## src/rtl/osd_pkg.sv

```systemverilog
package osd_pkg;

    typedef struct packed {
        logic det;
        logic rst;
    } osd_cfg_t;

    typedef enum logic [1:0] {
        EV_NONE       = 2'd0,
        EV_STOP_FLAG  = 2'd1,
        EV_STOP_RESET = 2'd2
    } osd_ev_e;

    // A write clears the status flag when it turns either enable off.
    function automatic logic write_clears_flag(osd_cfg_t c);
        return !c.det || !c.rst;
    endfunction

    function automatic osd_ev_e classify(logic stop, osd_cfg_t c);
        if (!stop)     return EV_NONE;
        else if (c.rst) return EV_STOP_RESET;
        else            return EV_STOP_FLAG;
    endfunction

endpackage

```

## src/rtl/osd_edge_sync.sv

```systemverilog
module osd_edge_sync #(
    parameter int STAGES = 2
) (
    input  logic clk,
    input  logic rst,
    input  logic async_in,
    output logic rise
);
    logic [STAGES:0] chain;

    always_ff @(posedge clk) begin
        if (rst) chain[0] <= 1'b0;
        else     chain[0] <= async_in;
    end

    generate
        for (genvar i = 1; i <= STAGES; i++) begin : g_stage
            always_ff @(posedge clk) begin
                if (rst) chain[i] <= 1'b0;
                else     chain[i] <= chain[i-1];
            end
        end
    endgenerate

    assign rise = chain[STAGES-1] & ~chain[STAGES];

endmodule

```

## src/rtl/osd_timeout.sv

```systemverilog
module osd_timeout #(
    parameter int LIMIT = 16
) (
    input  logic clk,
    input  logic rst,
    input  logic en,
    input  logic rise,
    output logic stop_det
);
    localparam int GW = $clog2(LIMIT + 1);

    logic [GW-1:0] gap;

    assign stop_det = en && !rise && (gap == GW'(LIMIT - 1));

    always_ff @(posedge clk) begin
        if (rst || !en || rise)   gap <= '0;
        else if (gap != GW'(LIMIT)) gap <= gap + 1'b1;
    end

    AST_NO_STOP_AFTER_EDGE: assert property (@(posedge clk) disable iff (rst)
        rise |=> !stop_det);

    AST_NO_STOP_WHEN_OFF: assert property (@(posedge clk) disable iff (rst)
        !en |-> !stop_det);

endmodule

```

## src/rtl/osd_ctrl.sv

```systemverilog
module osd_ctrl
    import osd_pkg::*;
#(
    parameter int RST_CYCLES = 8
) (
    input  logic     clk,
    input  logic     rst,
    input  logic     stop_det,
    input  logic     wr_en,
    input  osd_cfg_t wr_cfg,
    input  logic     cpu_on_ext,
    output osd_cfg_t cfg,
    output logic     stop_flag,
    output logic     int_rst,
    output logic     forbidden
);
    localparam int RW = $clog2(RST_CYCLES + 1);

    logic [RW-1:0] rst_cnt;
    logic          in_rst;
    osd_ev_e       ev;

    assign in_rst  = (rst_cnt != '0);
    assign int_rst = in_rst;
    assign ev      = classify(stop_det, cfg);

    always_ff @(posedge clk) begin
        if (rst) begin
            rst_cnt <= '0;
            cfg     <= '0;
        end else if (ev == EV_STOP_RESET) begin
            rst_cnt <= RW'(RST_CYCLES);
            cfg     <= '0;
        end else if (in_rst) begin
            rst_cnt <= rst_cnt - 1'b1;
            cfg     <= '0;
        end else if (wr_en) begin
            cfg     <= wr_cfg;
        end
    end

    always_ff @(posedge clk) begin
        if (rst)                                                stop_flag <= 1'b0;
        else if (ev != EV_NONE)                                 stop_flag <= 1'b1;
        else if (wr_en && !in_rst && write_clears_flag(wr_cfg)) stop_flag <= 1'b0;
    end

    always_ff @(posedge clk) begin
        if (rst)                                   forbidden <= 1'b0;
        else if (ev == EV_STOP_FLAG && cpu_on_ext) forbidden <= 1'b1;
    end

    AST_FLAG_SET_ON_STOP: assert property (@(posedge clk) disable iff (rst)
        stop_det |=> stop_flag);

    AST_FLAG_HELD_IN_RST: assert property (@(posedge clk) disable iff (rst)
        int_rst && $past(int_rst) |-> $stable(stop_flag));

    AST_ENABLES_OFF_IN_RST: assert property (@(posedge clk) disable iff (rst)
        int_rst |-> (cfg == '0));

    AST_FORBID_STICKY: assert property (@(posedge clk) disable iff (rst)
        forbidden |=> forbidden);

    AST_RST_PULSE_START: assert property (@(posedge clk) disable iff (rst)
        stop_det && cfg.rst |=> int_rst);

endmodule

```

## src/rtl/osc_stop_guard.sv

```systemverilog
module osc_stop_guard
    import osd_pkg::*;
#(
    parameter int SYNC_STAGES = 2,
    parameter int GAP_LIMIT   = 16,
    parameter int RST_CYCLES  = 8
) (
    input  logic clk_int,
    input  logic ext_rst,
    input  logic ext_clk,
    input  logic cfg_wr,
    input  logic cfg_det,
    input  logic cfg_rst,
    input  logic cpu_on_ext,
    input  logic stp_req,
    output logic det_en,
    output logic rst_en,
    output logic stop_flag,
    output logic int_rst,
    output logic forbidden,
    output logic stp_block,
    output logic stp_go
);
    logic     rise;
    logic     stop_det;
    osd_cfg_t cfg;
    osd_cfg_t wr_cfg;

    assign wr_cfg = '{det: cfg_det, rst: cfg_rst};

    osd_edge_sync #(.STAGES(SYNC_STAGES)) u_sync (
        .clk      (clk_int),
        .rst      (ext_rst),
        .async_in (ext_clk),
        .rise     (rise)
    );

    osd_timeout #(.LIMIT(GAP_LIMIT)) u_timeout (
        .clk      (clk_int),
        .rst      (ext_rst),
        .en       (cfg.det),
        .rise     (rise),
        .stop_det (stop_det)
    );

    osd_ctrl #(.RST_CYCLES(RST_CYCLES)) u_ctrl (
        .clk        (clk_int),
        .rst        (ext_rst),
        .stop_det   (stop_det),
        .wr_en      (cfg_wr),
        .wr_cfg     (wr_cfg),
        .cpu_on_ext (cpu_on_ext),
        .cfg        (cfg),
        .stop_flag  (stop_flag),
        .int_rst    (int_rst),
        .forbidden  (forbidden)
    );

    assign det_en    = cfg.det;
    assign rst_en    = cfg.rst;
    assign stp_block = cfg.det;
    assign stp_go    = stp_req && !cfg.det;

    AST_HALT_SUPPRESSED: assert property (@(posedge clk_int) disable iff (ext_rst)
        stp_block |-> !stp_go);

endmodule

```

## config.mk

```make
export PLATFORM = sky130hd
export DESIGN_NAME = osc_stop_guard
export DESIGN_NICKNAME = d
export VERILOG_FILES = /design/src/rtl/osd_pkg.sv /design/src/rtl/osd_edge_sync.sv /design/src/rtl/osd_timeout.sv /design/src/rtl/osd_ctrl.sv /design/src/rtl/osc_stop_guard.sv
export SDC_FILE = /design/constraint.sdc
export NUM_CORES = 1
export LEC_CHECK = 0
export ABC_CLOCK_PERIOD_IN_PS = 3400
export BUFFER_PORTS_ARGS = -buffer_cell sky130_fd_sc_hd__buf_4
export CORE_MARGIN = 8
export CORE_UTILIZATION = 54
export CTS_CLUSTER_DIAMETER = 150
export CTS_CLUSTER_SIZE = 40
export DETAILED_ROUTE_END_ITERATION = 16
export HOLD_SLACK_MARGIN = 0.08
export PLACE_DENSITY_LB_ADDON = 0.1
export SLEW_MARGIN = 20
export SYNTH_ARGS = -nofsm -noshare
export SYNTH_HDL_FRONTEND = slang
export SYNTH_SLANG_ARGS = --single-unit
export TNS_END_PERCENT = 50
```

## constraint.sdc

```tcl
create_clock -name clk_int -period 3.4 [get_ports clk_int]
set_input_delay 0.68 -clock clk_int [delete_from_list [all_inputs] [get_ports clk_int]]
set_output_delay 0.68 -clock clk_int [all_outputs]
set_load 0.005 [all_outputs]
```

==> results of run 1 <==
-- critical path, delay by kind of cell, from the launching register on --
family	cells	cell delay, ns
DFF	1	0.34
buffers and inverters	2	0.29
and+or+nand+nor	1	0.49
adders and majority gates	1	0.16
-- routing by layer --
layer,vias up,part of all wire
met2,12,0.50
met3,4,0.057
met5,-,0
met1,238,0.42
li1,273,-
met4,0,0.028
-- final cells by class --
| class | instances | area, um^2 |
|---|---|---|
| fill | 113 | 428 |
| multi-input combinational | 48 | 352 |
| sequential | 16 | 320 |
| timing repair buffer | 14 | 105 |
| clock buffer | 3 | 22.5 |
| inverter | 6 | 22.5 |
| tap | 15 | 18.8 |
-- synthesized netlist by cell type (2+ instances only) --
cell type  count
nor2_1         7
mux2i_1        4
inv_1          6
xnor2_1        3
dfxtp_1       16
xor2_1         2
nor3_1         5
a21oi_1        3
ha_1           5
nand3_1        2
nor2b_1        5
-- cell families after synthesis --
family | Yosys count | share of synthesized area
buffers and inverters | 8 | 0.0579
DFF | 16 | 0.449
muxes | 4 | 0.0561
and+or+nand+nor | 26 | 0.202
xor gates and xnor gates | 5 | 0.0614
AOI/OAI and AO/OA | 8 | 0.0860
adders and majority gates | 5 | 0.0877
-- stage by stage --
stage / setup WS (ns) / util / hold WS [ns] / cell area [um^2] / std cells
2_1_floorplan: 1.70 / - / 0.414 / 713 / 72
3_3_place_gp: 1.50 / 0.645 / 0.443 / 818 / 99
3_5_place_dp: 1.47 / 0.645 / 0.451 / 818 / 99
4_1_cts: 1.15 / 0.663 / 0.469 / 841 / 102
5_1_grt: 1.10 / 0.663 / 0.489 / 841 / 102
6_report: 1.17 / 0.663 / 0.463 / 841 / 102
-- layout by cell type, fill, tap and decap left out, types with 2 or more instances in the layout --
master / synthesis / routed
a21oi_1: 3 / 3
buf_4: 1 / 14
clkbuf_4: 0 / 3
dfxtp_1: 16 / 16
ha_1: 5 / 5
inv_1: 6 / 6
mux2i_1: 4 / 4
nand3_1: 2 / 2
nor2_1: 7 / 7
nor2b_1: 5 / 5
nor3_1: 5 / 5
xnor2_1: 3 / 3
xor2_1: 2 / 2
-- flip-flops by register name (all words and copies together) (netlist names) --
name	flops
u_ctrl.cfg	2
u_ctrl.rst_cnt	4
u_ctrl.forbidden	1
u_ctrl.stop_flag	1
u_sync.chain	3
u_timeout.gap	5
-- path summary, 6_finish.rpt --
path / from / to / slack (ns) / cells after the start
min: u_sync.chain[0] / u_sync.chain[1] / 0.46 / 1
min reg2reg: u_sync.chain[0] / u_sync.chain[1] / 0.46 / 1
max reg2reg: u_timeout.gap[1] / u_ctrl.rst_cnt[1] / 1.87 / 5
max: u_ctrl.rst_cnt[0] / int_rst / 1.17 / 4
-- power breakdown --
group | switching [mW] | leakage [nW] | internal, mW
clock network | 0.0519 | 0.0138 | 0.0411
registers | 0.0224 | 0.130 | 0.214
logic | 0.0851 | 0.213 | 0.0833
==> out/results.txt, run 1 <==
CTS resizes: 0
Drt drc: 0
Layout cells sized above 1: 0.230
Antenna-violating nets left: 0
CP required: 2.72 ns
TritonRoute pass-1 iters: 4
Clk_lat worst skew: 0.28 ns
Hold Crit Class: flip-flop to flip-flop
Peak VDD IR: 0.000360 V
Post-synth top area cell: dfxtp_1
Cell Pwr Density: 591 nW/um^2
Crit path DAT: 1.55 ns
Die X: 52.3 um
RSZ-0062 raised after global routing: false
I/O pin total: 15
Critical path launch point type: flip-flop
Tcrit/Tclk final: 0.657
Max-cap viol count: 0
GRT busiest layer: met2
Worst-path cell chain: inv_1, ha_1, or3b_1, buf_4
CP peak stage delay: 0.49 ns
Initial Util: 0.562
Tot Pwr: 0.497 mW
Area grow syn2layout: 17.9%
Crit path capture type: primary output
Synth area leaders: dfxtp_1, ha_1, mux2i_1, nor2b_1, nor2_1
Slowest cell on crit path: or3b_1
IO Port Bufs: 14
Drt wl/cell: 12.3 um
GR Overflow Total: 0
Register area share after synthesis: 0.449
Slew Limit Headroom: 0.801
Placed wire-length estimate: 954 um
Die Ht: 52.3 um
Clock Skew: 0.00205 ns
Top FF cell, synth: dfxtp_1
Sum of negative setup slack: 0 ns
Worst-path clk slew: 0.08 ns
Final hold vios: 0
Die ar.: 2740 um^2
Largest net degree at the start of global routing: 10
Setup CP Type: flip-flop to primary output
Leakage power: 0.357 nW
Final worst path period need: 2.23 ns
CTS Sinks: 16
Number of global-route vias before repair: 490
CTS H-tree lvls: 1
Status: finished clean
DRT Wirelength: 1250 um
Num CTS Buffers: 3
Max-slew violation count: 0
CTS Buffer Depth: 2
Final setup viols: 0
Fmax: 448 MHz
Yosys warns: 0
Vias: 527
FP Rows: 13
Met1 GRT Util: 0.0995
Core Box Area: 1270 um^2
Synthesized area: 713 um^2
1st-iter DRT viols: 4
Worst-Margin Slew: 0.298 ns
Total Nets Final: 102
Syn Inst Count: 72
CTS tree: built
Initial antenna violation count: 0
Postcts setup bufs: 0
Asr flop ratio synth: 0
Post-synthesis register bit count: 16
Post-synth EDFFs: 0
First-pass GRT wire length: 2040 um
Mapped Nets: 85
Yosys top cell area share: 0.449
Grt met3 use: 0.0455
Vias per cell: 5.17
# diodes: 0
GP Congestion: 0.705
Post-synthesis area per instance: 9.91 um^2
Cts hold-fix bufs: 0
GRT Overall Usage: 0.101
GRT met2 Usage: 0.160
Clk root buf: clkbuf_4
CP Max Fanout: 8
Post-synth cell types: 25
Note: power is estimated with default switching activity, not from simulation.
==> run 2: changes to the inputs <==
Settings changed: ABC_CLOCK_PERIOD_IN_PS 3400 to 1900, CORE_UTILIZATION 54 to 46.
Clock period 3.4 ns to 1.9 ns, I/O delays scaled along.
==> out/results.txt, run 2 (same netlist as run 1, synthesis figures left out) <==
Status: finished clean
Final hold vios: 0 (unchanged)
Placed wire-length estimate: 983 um (+3.0%)
Die X: 55.4 um (+5.8%)
Number of global-route vias before repair: 524 (+6.9%)
Drt wl/cell: 11.8 um (-3.8%)
Area grow syn2layout: 21.1%
Final setup viols: 0 (unchanged)
Slew Limit Headroom: 0.795 (-0.00615)
Fin util: 0.587 (-0.0760)
Biggest register: u_timeout.gap
FP Rows: 14 (+1)
RSZ-0062 raised after global routing: false
Crit path capture type: primary output
Num CTS Buffers: 3 (unchanged)
Tcrit/Tclk final: 0.928
Leakage power: 0.369 nW (+3.3%)
CP required: 1.52 ns (-1.20 ns)
Final worst path period need: 1.76 ns
Initial antenna violation count: 0 (unchanged)
Most frequent cells in the layout: dfxtp_1, buf_4, nor2_1
Largest net degree at the start of global routing: 10 (unchanged)
CP Max Fanout: 3 (-5)
Clk_lat worst skew: 0.28 ns (about the same)
Core Box Area: 1470 um^2 (+16%)
Sum of negative setup slack: 0 ns (unchanged)
Clock share of power: 0.223 (+0.036)
Fmax: 567 MHz
Fin worst setup slack: 0.138 ns (-1.03 ns)
Vias per cell: 4.95 (-4.1%)
Postcts setup bufs: 0 (unchanged)
Commonest non-fill, non-tap cell in the layout: dfxtp_1
Gate power share: 0.335 (-0.004)
Layout cells sized above 1: 0.247 (+0.0173)
GRT Overall Usage: 0.0858 (-0.0147)
1st-iter DRT viols: 7 (+3)
CTS tree: built
Clk root buf: clkbuf_4
Dpl ws: 0.383 ns (-1.08 ns)
Max-cap viol count: 0 (unchanged)
Setup CP Type: flip-flop to primary output
CTS H-tree lvls: 1 (unchanged)
Hold Crit Class: primary input to flip-flop
Cell Pwr Density: 1110 nW/um^2 (+88%)
Sw Share: 0.304 (-0.0160)
Drt drc: 0 (unchanged)
Clock Skew: 0.00283 ns (+0.000780 ns)
Internal Dissipation: 0.667 mW (+97%)
CTS Sinks: 16 (unchanged)
CTS resizes: 0 (unchanged)
Antenna-violating nets left: 0 (unchanged)
Peak VDD IR: 0.000527 V (+46%)
I/O pin total: 15 (unchanged)
CTS Buffer Depth: 2 (unchanged)
First-pass GRT wire length: 2240 um (+9.8%)
Largest regs: u_timeout.gap (5), u_ctrl.rst_cnt (4), u_sync.chain (3)
TritonRoute pass-1 iters: 4 (unchanged)
Worst-path clk slew: 0.09 ns (about the same)
GR Overflow Total: 0 (unchanged)
DP Cell Count: 101 (+2.0%)
Die Ht: 55.4 um (+5.8%)
DRT Wirelength: 1240 um (-0.96%)
Crit path DAT: 1.38 ns (-0.17 ns)
Max FFs per register: 5 (unchanged)
Max-slew violation count: 0 (unchanged)
Worst hold slack: 0.313 ns (-0.150 ns)
Non-filler cells, final: 105 (+2.9%)
IO Port Bufs: 14 (unchanged)
Vias: 520 (-1.3%)
Cts hold-fix bufs: 0 (unchanged)
Critical path launch point type: flip-flop
Total Nets Final: 103 (+0.98%)
Net Switching: 0.292 mW (+83%)
Worst-Margin Slew: 0.307 ns (+0.00921 ns)
Die ar.: 3070 um^2 (+12%)
Initial Util: 0.485 (-0.0774)
GP Congestion: 0.679 (-3.6%)
Reg power frac: 0.442 (-0.032)
# diodes: 0 (unchanged)
run 2: cell types whose count changed in the layout (fill, tap and decap cells not counted), sizes merged:
cell and delta:
clkbuf +1, buf +1
run 2: power by group through the flow:
stage	Combinational [mW]	Sequential [mW]	Clock (mW)
2_1_floorplan	0.247	0.421	0
5_1_grt	0.361	0.428	0.241
6_report	0.321	0.423	0.214
4_1_cts	0.326	0.423	0.228
3_3_place_gp	0.326	0.430	0
3_5_place_dp	0.323	0.430	0
run 2: cell type report:
class / count / area, um^2
timing repair buffer: 15 / 113
tap: 16 / 20.0
inverter: 6 / 22.5
sequential: 16 / 320
multi-input combinational: 48 / 352
fill: 133 / 608
clock buffer: 4 / 36.3
run 2: critical path, stage by stage, from the launching register on:
cell and delay (ns):
dfxtp_1 0.34, inv_1 0.09, ha_1 0.16, or3b_1 0.37, buf_4 0.15
run 2: stage by stage:
| stage | area (um^2) | power [mW] |
|---|---|---|
| 6_report | 863 | 0.958 |
| 5_1_grt | 863 | 1.03 |
| 4_1_cts | 863 | 0.977 |
| 3_5_place_dp | 827 | 0.753 |
| 3_3_place_gp | 827 | 0.756 |
| 2_1_floorplan | 713 | 0.669 |
run 2: metal layers:
layer	wire (um)	vias to the layer above	track usage
met5	0	-	0
met4	10	0	0.0528
met3	67	2	0.0320
met2	569	17	0.130
met1	593	222	0.0992
li1	-	279	-
run 2: worst paths after layout:
| kind | startpoint | endpoint | slack, ns | depth (start not counted) |
|---|---|---|---|---|
| setup / recovery | u_ctrl.rst_cnt[0] | int_rst | 0.14 | 4 |
| hold / removal | ext_clk | u_sync.chain[0] | 0.31 | 2 |
| setup reg to reg | u_timeout.gap[0] | u_ctrl.rst_cnt[1] | 0.37 | 5 |
| hold reg to reg | u_sync.chain[0] | u_sync.chain[1] | 0.45 | 1 |
==> run 3: changes to the inputs <==
==> constraint.sdc (replaced) <==
create_clock -name clk_int -period 1.9 [get_ports clk_int]
set_input_delay 0.38 -clock clk_int [delete_from_list [all_inputs] [get_ports clk_int]]
set_output_delay 0.38 -clock clk_int [all_outputs]
set_load 0.1 [all_outputs]
==> out/results.txt, run 3 (same netlist as run 1, synthesis figures left out) <==
Critical path launch point type: flip-flop
Biggest register: u_timeout.gap
Clock Skew: 0.00106 ns (-0.00177 ns)
Die ar.: 3070 um^2 (unchanged)
Clock share of power: 0.177 (-0.046)
Vias: 521 (+0.19%)
Area grow syn2layout: 23.5%
Cell Pwr Density: 1380 nW/um^2 (+24%)
Net Switching: 0.507 mW (+74%)
1st-iter DRT viols: 4 (-3)
Placed wire-length estimate: 963 um (-2.0%)
I/O pin total: 15 (unchanged)
CTS Sinks: 16 (unchanged)
Worst-Margin Slew: 0.366 ns (+0.0595 ns)
Cts hold-fix bufs: 0 (unchanged)
First-pass GRT wire length: 2290 um (+2.1%)
Final Cell Area: 881 um^2 (+2.0%)
Crit path capture type: primary output
Hold Crit Class: primary input to flip-flop
Clk_lat worst skew: 0.27 ns (about the same)
Worst-path clk slew: 0.09 ns (about the same)
Internal Dissipation: 0.709 mW (+6.4%)
CTS tree: built
Worst hold slack: 0.312 ns (-0.00116 ns)
Worst-path cell chain: inv_1, ha_1, or3b_4, buf_8
GRT Overall Usage: 0.0871 (+0.00134)
CTS Buffer Depth: 2 (unchanged)
Clk root buf: clkbuf_4
Antenna-violating nets left: 0 (unchanged)
Max-cap viol count: 0 (unchanged)
Status: finished clean
Leakage power: 0.377 nW (+2.3%)
Slowest cell on crit path: or3b_4
Dpl cell area: 835 um^2 (+0.91%)
Peak VDD IR: 0.000655 V (+24%)
Final worst path period need: 1.82 ns (+0.0572 ns)
Fin util: 0.599 (+0.0119)
Fmax: 550 MHz (-3.1%)
Number of global-route vias before repair: 537 (+2.5%)
FP Rows: 14 (unchanged)
Largest regs: u_timeout.gap (5), u_ctrl.rst_cnt (4), u_sync.chain (3)
Num CTS Buffers: 3 (unchanged)
Commonest non-fill, non-tap cell in the layout: dfxtp_1
Gate power share: 0.473 (+0.138)
Final setup viols: 0 (unchanged)
Total Nets Final: 103 (unchanged)
TritonRoute pass-1 iters: 5 (+1)
GR Overflow Total: 0 (unchanged)
CP Max Fanout: 3 (unchanged)
IO Port Bufs: 14 (unchanged)
# diodes: 0 (unchanged)
Max-slew violation count: 0 (unchanged)
Core Box Area: 1470 um^2 (unchanged)
Crit path DAT: 1.44 ns (+0.06 ns)
Final hold vios: 0 (unchanged)
Die X: 55.4 um (unchanged)
Layout cells sized above 1: 0.270 (+0.0225)
Sw Share: 0.417 (+0.112)
Drt wl/cell: 11.8 um (-0.16%)
Tot Pwr: 1.22 mW (+27%)
Drt drc: 0 (unchanged)
Slew Limit Headroom: 0.755 (-0.0398)
Fin worst setup slack: 0.0804 ns (-0.0572 ns)
Setup CP Type: flip-flop to primary output
CP required: 1.52 ns (about the same)
Max FFs per register: 5 (unchanged)
CP peak stage delay: 0.39 ns (+0.02 ns)
Tcrit/Tclk final: 0.958 (+0.0301)
Setup slack, reg-to-reg: 0.37 ns (about the same)
Vias per cell: 4.96 (+0.19%)
CTS H-tree lvls: 1 (unchanged)
Die Ht: 55.4 um (unchanged)
GP Congestion: 0.722 (+6.3%)
Initial Util: 0.485 (unchanged)
DRT Wirelength: 1240 um (-0.16%)
Dpl ws: 0.355 ns (-0.0274 ns)
Largest net degree at the start of global routing: 10 (unchanged)
Reg power frac: 0.350 (-0.092)
Initial antenna violation count: 0 (unchanged)
Most frequent cells in the layout: dfxtp_1, buf_4, nor2_1
==> run 3: cell counts in the layout (fill, tap and decap cells not counted) <==
No cell type changed its count.
==> run 3: timing repair <==
action                     CTS  global route
setup endpoints to repair    0             1
setup buffers                0             0
resized for setup            0             3
==> run 3: metal layers <==
layer	up-vias	GRT usage	wire, um
li1	277	-	-
met1	232	0.104	585
met2	10	0.138	592
met3	2	0.0320	53
met4	0	0.0317	9
met5	-	0	0
==> run 3: path summary, 6_finish.rpt <==
| kind | from | to | depth (start not counted) |
|---|---|---|---|
| setup / recovery | u_ctrl.rst_cnt[0] | int_rst | 4 |
| hold / removal | ext_clk | u_sync.chain[0] | 2 |
| setup reg to reg | u_timeout.gap[0] | u_ctrl.rst_cnt[1] | 5 |
| hold reg to reg | u_sync.chain[0] | u_sync.chain[1] | 1 |
==> run 3: area by class of cell <==
class                           instances  area (um^2)
Clock buffer                            4         36.3
Fill cell                             128          591
Inverter                                6         22.5
Multi-Input combinational cell         48          362
Sequential cell                        16          320
Tap cell                               16         20.0
Timing Repair Buffer                   15          120
==> run 3: power groups by stage <==
| stage | registers [mW] | logic, mW | clock network (mW) |
|---|---|---|---|
| floorplan | 0.469 | 0.414 | 0 |
| global placement | 0.430 | 0.537 | 0 |
| detailed placement | 0.432 | 0.537 | 0 |
| CTS | 0.424 | 0.540 | 0.225 |
| global route | 0.436 | 0.636 | 0.245 |
| finish | 0.426 | 0.575 | 0.215 |
==> run 3: critical path: cells and delay by family (launching register included) <==
kind,cells,cell delay (ns)
simple gates,1,0.39
buf+inv,2,0.26
flops,1,0.34
fa+ha+maj,1,0.17
==> run 3: metrics by stage <==
stage | std cells | TNS [ns]
floorplan | 72 | -0.00154
global placement | 101 | 0
detailed placement | 101 | 0
CTS | 105 | 0
global route | 105 | -0.0148
finish | 105 | 0
